--- src/rtl/gf_logalu_pkg.sv ---
package gf_logalu_pkg;

  typedef enum logic {
    GF_OP_ADD = 1'b0,
    GF_OP_MUL = 1'b1
  } gfOp_e;

  // strobes from control to datapath
  typedef struct packed {
    logic loadFront;  // capture operands, look up logs
    logic loadBack;   // combine exponents, write result
  } gfStrobe_t;

endpackage

--- src/rtl/gf_logalu_tables.sv ---
module gf_logalu_tables #(
  parameter int SYM_W = 8,
  parameter logic [SYM_W:0] PRIM_POLY = 'h11D
) (
  input  logic [SYM_W-1:0] vecIn  [2],
  output logic [SYM_W-1:0] logOut [2],
  input  logic [SYM_W-1:0] expIn,
  output logic [SYM_W-1:0] antiOut
);

  localparam int ELEMS    = 1 << SYM_W;
  localparam int ORDER    = ELEMS - 1;
  localparam int TBL_BITS = ELEMS * SYM_W;

  // antilog: entry i holds alpha^i in vector form, entry ORDER wraps to 1
  function automatic logic [TBL_BITS-1:0] buildAnti();
    logic [TBL_BITS-1:0] t;
    logic [SYM_W:0] v;
    t = '0;
    v = (SYM_W+1)'(1);
    for (int i = 0; i < ELEMS; i++) begin
      t[i*SYM_W +: SYM_W] = v[SYM_W-1:0];
      v = {v[SYM_W-1:0], 1'b0};
      if (v[SYM_W]) v = v ^ PRIM_POLY;
    end
    return t;
  endfunction

  // log: entry v holds the exponent of v; entry 0 keeps the all-ones marker
  function automatic logic [TBL_BITS-1:0] buildLog();
    logic [TBL_BITS-1:0] t;
    logic [SYM_W:0] v;
    t = '1;
    v = (SYM_W+1)'(1);
    for (int i = 0; i < ORDER; i++) begin
      t[int'(v[SYM_W-1:0])*SYM_W +: SYM_W] = SYM_W'(i);
      v = {v[SYM_W-1:0], 1'b0};
      if (v[SYM_W]) v = v ^ PRIM_POLY;
    end
    return t;
  endfunction

  localparam logic [TBL_BITS-1:0] ANTI_TBL = buildAnti();
  localparam logic [TBL_BITS-1:0] LOG_TBL  = buildLog();

  for (genvar g = 0; g < 2; g++) begin : g_logPort
    assign logOut[g] = LOG_TBL[int'(vecIn[g])*SYM_W +: SYM_W];
  end

  assign antiOut = ANTI_TBL[int'(expIn)*SYM_W +: SYM_W];

endmodule

--- src/rtl/gf_logalu_ctrl.sv ---
module gf_logalu_ctrl
  import gf_logalu_pkg::*;
(
  input  logic      clk,
  input  logic      rstN,
  input  logic      inValid,
  output gfStrobe_t strobe,
  output logic      outValid
);

  logic frontValid;
  logic backValid;

  always_ff @(posedge clk or negedge rstN) begin
    if (!rstN) begin
      frontValid <= 1'b0;
      backValid  <= 1'b0;
    end else begin
      frontValid <= inValid;
      backValid  <= frontValid;
    end
  end

  always_comb begin
    strobe.loadFront = inValid;
    strobe.loadBack  = frontValid;
  end

  assign outValid = backValid;

  // nothing completes unless the front stage held an operation
  a_r5_back_needs_front: assert property (@(posedge clk) disable iff (!rstN)
    outValid |-> $past(strobe.loadBack));

endmodule

--- src/rtl/gf_logalu_dp.sv ---
module gf_logalu_dp
  import gf_logalu_pkg::*;
#(
  parameter int SYM_W = 8,
  parameter logic [SYM_W:0] PRIM_POLY = 'h11D
) (
  input  logic             clk,
  input  logic             rstN,
  input  gfStrobe_t        strobe,
  input  gfOp_e            opSel,
  input  logic [SYM_W-1:0] opA,
  input  logic [SYM_W-1:0] opB,
  output logic [SYM_W-1:0] result
);

  localparam int ORDER = (1 << SYM_W) - 1;
  localparam logic [SYM_W:0] ORDER_W = (SYM_W+1)'(ORDER);

  logic [SYM_W-1:0] vecIn  [2];
  logic [SYM_W-1:0] logOut [2];
  logic [SYM_W-1:0] expIdx;
  logic [SYM_W-1:0] antiVal;

  gfOp_e            s1Op;
  logic             s1Zero;
  logic [SYM_W-1:0] s1Xor;
  logic [SYM_W-1:0] s1LogA;
  logic [SYM_W-1:0] s1LogB;

  logic [SYM_W:0]   expSum;
  logic [SYM_W:0]   expRed;
  logic [SYM_W-1:0] nextResult;

  assign vecIn[0] = opA;
  assign vecIn[1] = opB;

  gf_logalu_tables #(.SYM_W(SYM_W), .PRIM_POLY(PRIM_POLY)) u_tables (
    .vecIn  (vecIn),
    .logOut (logOut),
    .expIn  (expIdx),
    .antiOut(antiVal)
  );

  // front stage: logs, sum and zero detection
  always_ff @(posedge clk or negedge rstN) begin
    if (!rstN) begin
      s1Op   <= GF_OP_ADD;
      s1Zero <= 1'b0;
      s1Xor  <= '0;
      s1LogA <= '0;
      s1LogB <= '0;
    end else if (strobe.loadFront) begin
      s1Op   <= opSel;
      s1Zero <= (opA == '0) || (opB == '0);
      s1Xor  <= opA ^ opB;
      s1LogA <= logOut[0];
      s1LogB <= logOut[1];
    end
  end

  // back stage: modular exponent sum and antilog
  always_comb begin
    expSum = {1'b0, s1LogA} + {1'b0, s1LogB};
    expRed = (expSum >= ORDER_W) ? (expSum - ORDER_W) : expSum;
    expIdx = expRed[SYM_W-1:0];
    if (s1Op == GF_OP_ADD)  nextResult = s1Xor;
    else if (s1Zero)        nextResult = '0;
    else                    nextResult = antiVal;
  end

  always_ff @(posedge clk or negedge rstN) begin
    if (!rstN)                result <= '0;
    else if (strobe.loadBack) result <= nextResult;
  end

  // a reduced exponent of a real product lies below 2^m-1
  a_r4_exp_reduced: assert property (@(posedge clk) disable iff (!rstN)
    (strobe.loadBack && s1Op == GF_OP_MUL && !s1Zero) |-> (expRed < ORDER_W));

  // a product with a zero operand is written as zero
  a_r3_zero_product: assert property (@(posedge clk) disable iff (!rstN)
    (strobe.loadBack && s1Op == GF_OP_MUL && s1Zero) |=> (result == '0));

  // result only moves when the back stage loads
  a_r9_hold: assert property (@(posedge clk) disable iff (!rstN)
    !strobe.loadBack |=> $stable(result));

endmodule

--- src/rtl/gf_logalu.sv ---
module gf_logalu
  import gf_logalu_pkg::*;
#(
  parameter int SYM_W = 8,
  parameter logic [SYM_W:0] PRIM_POLY = 'h11D
) (
  input  logic             clk,
  input  logic             rstN,
  input  logic             inValid,
  input  logic             opSel,
  input  logic [SYM_W-1:0] opA,
  input  logic [SYM_W-1:0] opB,
  output logic             outValid,
  output logic [SYM_W-1:0] outResult
);

  gfStrobe_t strobe;

  gf_logalu_ctrl u_ctrl (
    .clk     (clk),
    .rstN    (rstN),
    .inValid (inValid),
    .strobe  (strobe),
    .outValid(outValid)
  );

  gf_logalu_dp #(.SYM_W(SYM_W), .PRIM_POLY(PRIM_POLY)) u_dp (
    .clk   (clk),
    .rstN  (rstN),
    .strobe(strobe),
    .opSel (gfOp_e'(opSel)),
    .opA   (opA),
    .opB   (opB),
    .result(outResult)
  );

  // fixed two-cycle latency at the ports
  a_r5_latency: assert property (@(posedge clk) disable iff (!rstN)
    outValid == $past(inValid, 2));

  // an add returns the XOR of the operands issued two cycles earlier
  a_r1_add_xor: assert property (@(posedge clk) disable iff (!rstN)
    $past(inValid && !opSel, 2) |-> (outResult == $past(opA ^ opB, 2)));

  // multiplying by one is the identity
  a_r7_mul_one: assert property (@(posedge clk) disable iff (!rstN)
    $past(inValid && opSel && (opB == SYM_W'(1)), 2) |-> (outResult == $past(opA, 2)));

endmodule

--- config.mk ---
export PLATFORM = sky130hd
export DESIGN_NAME = gf_logalu
export DESIGN_NICKNAME = d
export VERILOG_FILES = /design/src/rtl/gf_logalu_pkg.sv /design/src/rtl/gf_logalu_tables.sv /design/src/rtl/gf_logalu_ctrl.sv /design/src/rtl/gf_logalu_dp.sv /design/src/rtl/gf_logalu.sv
export SDC_FILE = /design/constraint.sdc
export NUM_CORES = 1
export LEC_CHECK = 0
export ABC_AREA = 1
export BUFFER_PORTS_ARGS = -buffer_cell sky130_fd_sc_hd__buf_2
export CAP_MARGIN = 20
export CELL_PAD_IN_SITES_DETAIL_PLACEMENT = 2
export CELL_PAD_IN_SITES_GLOBAL_PLACEMENT = 2
export CORE_ASPECT_RATIO = 0.9
export CORE_MARGIN = 8
export CORE_UTILIZATION = 33
export CTS_CLUSTER_SIZE = 25
export DETAILED_ROUTE_END_ITERATION = 10
export PLACE_DENSITY_LB_ADDON = 0.08
export SETUP_SLACK_MARGIN = 0.4
export SYNTH_ARGS = -nofsm -noshare
export SYNTH_HDL_FRONTEND = slang
export SYNTH_HIERARCHICAL = 1
export SYNTH_SLANG_ARGS = --single-unit
--- constraint.sdc ---
create_clock -name clk -period 4.55 [get_ports clk]
set_input_delay 0.6825 -clock clk [delete_from_list [all_inputs] [get_ports clk]]
set_output_delay 0.6825 -clock clk [all_outputs]
set_load 0.01 [all_outputs]
==> After elaboration in Yosys (flattened, before gate mapping) <==
Index checks and enable logic that the tools add are counted.
{ "totals": {"inputBits": 20, "out_inout_bits": 9, "ff_bits": 36, "wordCells": 21} }
{ "op_classes": {"shifts": 3, "muxes": 3, "addsub": 2, "magnitude_cmp": 1, "bitwise_logic": 1, "n_reduce_logical": 3} }
{ "ops": {"columns": ["operator", "n"], "rows": [
  ["indexed part select 2048 x 12 -> 8 bit, first input constant", 3],
  ["two-way mux 8 bit", 3],
  ["logical NOT 8 bit", 2],
  ["adder 8 x 8 -> 9 bit", 1],
  [">= comparator 9 x 8 -> 1 bit, second input constant", 1],
  ["subtractor 8 bit, second input constant", 1],
  ["XOR 8 bit", 1],
  ["logical OR 1 bit", 1]
]} }

==> Depth between registers and ports, before layout <==
{ "depth": {"word_depth": 6, "ltp_mapped": 27, "depth_no_buf": 27} }

==> Modules after synthesis <==
Netlist, hierarchy kept.
{ "modules_own_cells": {"columns": ["mod", "area_each_um2", "instances", "cells_per_inst"], "rows": [
  ["gf_logalu_tables", 8988.6, 1, 1955],
  ["gf_logalu_dp", 2189.6, 1, 283],
  ["gf_logalu_ctrl", 65.1, 1, 4]
]} }

==> Worst setup path before layout <==
Ideal clock, no wire load.
{ "synth_timing": {"path_kind": "reg2reg", "startpoint": "register u_dp.s1LogA[0]", "endpoint": "register u_dp.result[1]", "synth_period_minus_slack_ns": 3.890, "required_ns": 4.468, "path_stages_with_launch": 26, "setup_slack_ns": 0.660, "n_path_buf": 0, "arrival_time_ns": 3.808, "cell_sequence": "dfrtp_1 > ha_1 > fa_1 > ha_1 > inv_1 > nor2_2 > nand3_2 > nor2_4 > nand4_4 > nand3_2 > nand2_1 > nand2_1 > inv_1 > ha_1 > nand2_1 > inv_1 > nand2_1 > nand2_1 > inv_1 > nand2_1 > nand3_1 > nand3_1 > nand3_1 > nand2_1 > nand3_1 > a31oi_1"} }
{ "synth_via": {"elab_chain_cells": 6, "word_cells_on_any_way": 7, "classes_between": "add/sub (2); order compare (1); shift (1); mux (3)"} }
{ "synth_rtl": {"columns": ["element", "line_no", "rtl"], "rows": [
  ["start, declared", "gf_logalu_dp.sv:27", "logic [SYM_W-1:0] s1LogA;"],
  ["start signal, assigned", "gf_logalu_dp.sv:56", "s1LogA <= logOut[0];"],
  ["adder 8 x 8 -> 9 bit (*)", "gf_logalu_dp.sv:63", "expSum = {1'b0, s1LogA} + {1'b0, s1LogB};"],
  ["subtractor 8 bit / >= comparator 9 x 8 -> 1 bit (equally long branches)", "gf_logalu_dp.sv:64", "expRed = (expSum >= ORDER_W) ? (expSum - ORDER_W) : expSum;"],
  ["two-way mux 8 bit (*)", "gf_logalu_dp.sv:64", null],
  ["named net u_dp.expRed[1]", "gf_logalu_dp.sv:31", "logic [SYM_W:0] expRed;"],
  ["indexed part select 2048 x 12 -> 8 bit (*)", "gf_logalu_tables.sv:50", "assign antiOut = ANTI_TBL[int'(expIn)*SYM_W +: SYM_W];"],
  ["named net u_dp.antiVal[1]", "gf_logalu_dp.sv:22", "logic [SYM_W-1:0] antiVal;"],
  ["two-way mux 8 bit (*)", "gf_logalu_dp.sv:67", "else if (s1Zero) nextResult = '0;"],
  ["two-way mux 8 bit (*)", "gf_logalu_dp.sv:66", "if (s1Op == GF_OP_ADD) nextResult = s1Xor;"],
  ["end signal, assigned", "gf_logalu_dp.sv:73", "else if (strobe.loadBack) result <= nextResult;"],
  ["end, declared", "gf_logalu_dp.sv:13", "output logic [SYM_W-1:0] result"]
]} }
Mark *: on every way through the listed nets, which the timed path passes. The rest lies on a longest branch.
A chain may end at the register's enable or synchronous reset.

==> Final worst setup path <==
{ "layout_timing": {"startpoint": "register u_dp.s1LogB[0]", "endpoint": "register u_dp.result[5]"} }
{ "layout_via": {"elab_chain_cells": 6, "word_cells_on_any_way": 7, "classes_between": "add/sub (2); order compare (1); shift (1); mux (3)"} }
{ "layout_rtl": {"columns": ["element", "line_no", "rtl"], "rows": [
  ["start, declared", "gf_logalu_dp.sv:28", "logic [SYM_W-1:0] s1LogB;"],
  ["start signal, assigned", "gf_logalu_dp.sv:57", "s1LogB <= logOut[1];"],
  ["adder 8 x 8 -> 9 bit (*)", "gf_logalu_dp.sv:63", null],
  ["subtractor 8 bit / >= comparator 9 x 8 -> 1 bit (equally long branches)", "gf_logalu_dp.sv:64", null],
  ["two-way mux 8 bit (*)", "gf_logalu_dp.sv:64", null],
  ["named net u_dp.expRed[1]", "gf_logalu_dp.sv:31", null],
  ["indexed part select 2048 x 12 -> 8 bit (*)", "gf_logalu_tables.sv:50", null],
  ["named net u_dp.antiVal[5]", "gf_logalu_dp.sv:22", null],
  ["two-way mux 8 bit (*)", "gf_logalu_dp.sv:67", null],
  ["two-way mux 8 bit (*)", "gf_logalu_dp.sv:66", null]
]} }
Marked as above.

==> summary.md <==
| Metric | Value |
|---|---|
| CTS Sinks | `36` |
| Sum Neg Setup Slack | `0 ns` |
| Top-count cell post-synth | `nand2_1` |
| Wirelength per Cell | `28.80 um` |
| Switching Fraction | `66.38%` |
| EDFF count, synth | `0` |
| Critical Path RT | `around 4.7 ns` |
| Drt first pass iters | `5` |
| Ys flop type | `dfrtp_1` |
| Root cell of the clock tree | `clkbuf_16` |
| IO Port Bufs | `28` |
| Vias per inst | `roughly 6.4` |
| Seq pwr share | `5.1%` |
| GRT Residual Overflow | `0` |
| Worst Setup End Kind | `flip-flop` |
| Syn_area_per_cell | `5.015 sq um` |
| Area delta synth->final | `14.16%` |
| Mux contribution to synthesized area | `0%` |
| Rel. slew slack | `between 30% and 40%` |
| Post-DRT Antenna Nets | `0` |
| Initial antenna violation count | `1` |
| DR vias | `between 15,000 and 20,000` |
| Setup crit start | `u_dp/s1LogB[0]$_DFFE_PN0P_` |
| Synth top area cells | `nand2_1 28%, nand3_1 26%, dfrtp_1 8.0%` |
| Yosys cell types | `42` |
| Ports | `29` |
| # rows | `64` |
| Synth Warn # | `6` |
| Core area | `33,790 sq um` |
| Residual DRC | `0` |
| Largest family of logic cells by synthesized area | `simple AND/OR/NAND/NOR gates` |
| Clk pwr share | `roughly 4.2%` |
| Die H | `~190 um` |
| Outcome | `complete, no violations` |
| CTS tree | `done` |
| Slew @ Worst Pin | `0.9947 ns` |
| First DRT Iteration DRCs | `2,036` |
| F_max | `between 200 and 250 MHz` |
| Post-DP HPWL | `approximately 54 mm` |
| Fillers | `4,547` |
| H-tree Lvls | `2` |
| PwrDens | `642.8 nW/um^2` |
| Min-Delay Path Class | `flip-flop to flip-flop` |
| Pin count of the biggest net entering global routing | `69` |
| Final setup viols | `0` |
| Kind of critical path | `flip-flop to flip-flop` |
| Compound-Gate Fraction of Synth Area | `under 10%` |
| Reg clk slew, reported paths | `0.07 ns` |
| Min Tclk post-route | `4.479 ns` |
| Yosys top cell area share | `28.44%` |
| Clk Latency, worst-skew pair | `approximately 0.29 ns` |
| #FFs+latches synth | `36` |
| Syn Inst Count | `approximately 2,200` |
| Max clock buf depth | `2` |
| Number of global-route vias before repair | `17,130` |
| Die Area | `40,240 sq um` |
| Number of antenna diodes | `0` |
| CP Max Fanout | `8` |
| Post-synth top area cell | `nand2_1` |
| Hold Startpoint | `u_dp/s1LogB[6]$_DFFE_PN0P_` |
| Total Routed Length | `between 70 and 80 mm` |
| Internal power | `about 2.8 mW` |
| NumNets Final | `~2,300` |
| First-pass GRT wire length | `109.8 mm` |
| Post-synthesis xor/xnor area fraction | `0.9348%` |
| Layout cells sized above 1 | `between 10% and 20%` |
| Crit path launch type | `flip-flop` |
| Peak VDD IR | `0.3049 mV` |
| Logic gate share of total power | `90.7%` |
| Sw Pwr | `between 5 and 6 mW` |
| Starting Density | `around a third` |
| Smallest hold slack | `0.5009 ns` |
| Worst r2r src | `u_dp/s1LogB[0]$_DFFE_PN0P_` |
| Worst clock skew | `0.01238 ns` |
| Final Hold Fails | `0` |
| Period utilisation layout | `a little over nine tenths` |
| Unrepaired setup endpoints after global routing | `true` |
| GP Congestion | `1.019` |
| CTS Buf Count | `5` |
| Simple-gate share of the synthesized area | `between 60% and 70%` |
| Max Slew Vio Count | `0` |
| CP arrival | `~4.6 ns` |
| Leak Pwr | `6.664 nW` |
| Overall Power | `8.250 mW` |
| Most frequent cells after synthesis | `852 x nand2_1, 583 x nand3_1, 148 x nor2_1` |
| Asr flop ratio synth | `100.0%` |
| Die Wd | `210.6 um` |
| GRT Total Usage | `35.19%` |
| Synth Area in Adders | `6.299%` |
| Synthesized area | `around 11,000 sq um` |
| Register area share after synthesis | `between 8 and 9%` |
| Max Cap Viol | `0` |
| Synthesized Nets | `2,318` |
## stage by stage
| stage | setup slack, ns | area [sq um] | utilization, % | std cells |
|---|---|---|---|---|
| 3_3_place_gp | 0.2676 | 11730 | 34.72 | 2647 |
| 2_1_floorplan | 0.6602 | 11240 | - | 2242 |
| 3_5_place_dp | 0.03645 | 11730 | 34.72 | 2647 |
| 4_1_cts | 0.3664 | 12190 | 36.08 | 2665 |
| 6_report | 0.07144 | 12830 | 37.98 | 2694 |
| 5_1_grt | 0.03925 | 12830 | 37.98 | 2694 |
## power groups by stage
| stage | Clock [mW] | Sequential [mW] | Combinational (mW) |
|---|---|---|---|
| finish | 0.349 | 0.422 | 7.48 |
| global route | 0.368 | 0.426 | 7.72 |
| CTS | 0.348 | 0.416 | 6.09 |
| detailed placement | 0 | 0.418 | 5.70 |
| global placement | 0 | 0.415 | 5.57 |
| floorplan | 0 | 0.412 | 3.53 |
## per-layer routing
layer / up-vias / GRT usage (%) / wire [um]
met1: 8510 / 47.63 / 31940
met2: 1089 / 55.18 / 34040
li1: 7363 / - / -
met5: - / 0 / 13
met3: 234 / 6.622 / 8229
met4: 2 / 12.51 / 3365
## path summary, 6_finish.rpt
kind,end,slack (ns),depth (start not counted)
setup / recovery,u_dp/result[5]$_DFFE_PN0P_,0.07,23
hold / removal,u_dp/s1LogB[6]$_DFFE_PN0P_,0.50,2
setup reg to reg,u_dp/result[5]$_DFFE_PN0P_,0.07,23
hold reg to reg,u_dp/s1LogB[6]$_DFFE_PN0P_,0.50,2
max in group asynchronous,u_dp/s1Xor[6]$_DFFE_PN0P_,3.48,1
min in group asynchronous,u_dp/s1LogA[4]$_DFFE_PN0P_,0.51,1
## critical path, cell delays in order, from the launching register on
cell and delay (ns):
dfrtp_1 0.39, ha_2 0.22, fa_2 0.58, ha_4 0.15
inv_2 0.05, nor2_4 0.07, nand3_2 0.11, nor2_4 0.15
nand4_4 0.19, nand3_4 0.16, nand2_2 0.06, nand2_2 0.15
buf_12 0.18, ha_4 0.23, nor2_4 0.09, nor2_4 0.23
nand2_1 0.15, a21oi_1 0.21, nand2_1 0.09, nand3_1 0.16
nand3_2 0.13, nand2_2 0.11, nand3_1 0.13, a31oi_2 0.35
## what timing repair did
item | 4_1_cts | 5_1_grt
setup buffers | 10 | 27
hold buffers | 0 | 0
resized for setup | 75 | 110
gates cloned | 0 | 2
pin swaps | 12 | 53
endpoints found under the setup margin | 8 | 8
## area by class of cell
type / count / area [sq um] / share of cell area, %
repair buffers: 123 / 992.2 / 7.731
inverters: 150 / 589.3 / 4.592
flip-flops and latches: 36 / 900.9 / 7.019
clock inverters: 3 / 18.77 / 0.1462
multi-input cells: 1915 / 9630 / 75.03
clock buffers: 5 / 125.1 / 0.9748
well taps: 462 / 578.1 / 4.504
## cells by family after synthesis
| logic type | count (synthesis) |
|---|---|
| XOR/XNOR | 12 |
| buffers and inverters | 291 |
| adder cells (fa/ha/maj) | 56 |
| AO/OA/AOI/OAI | 185 |
| flip-flops | 36 |
| AND/OR/NAND/NOR | 1662 |
## registers in the layout (all words and copies together) (netlist names)
register,flops
u_ctrl/frontValid,1
u_dp/s1LogB,8
u_dp/s1Op,1
u_dp/result,8
u_dp/s1Zero,1
u_ctrl/outValid,1
u_dp/s1Xor,8
u_dp/s1LogA,8
## cell usage in the layout (no fill, tap or decap), types with 21 or more instances in the layout
| cell type | count |
|---|---|
| a21oi_1 | 59 |
| buf_2 | 28 |
| buf_4 | 78 |
| dfrtp_1 | 36 |
| ha_1 | 42 |
| inv_1 | 113 |
| inv_2 | 23 |
| nand2_1 | 813 |
| nand2_2 | 40 |
| nand3_1 | 564 |
| nand3_2 | 23 |
| nand4_1 | 26 |
| nor2_1 | 130 |
| o211ai_1 | 21 |
| o21ai_0 | 64 |
Power figures use the tool's default switching activity.
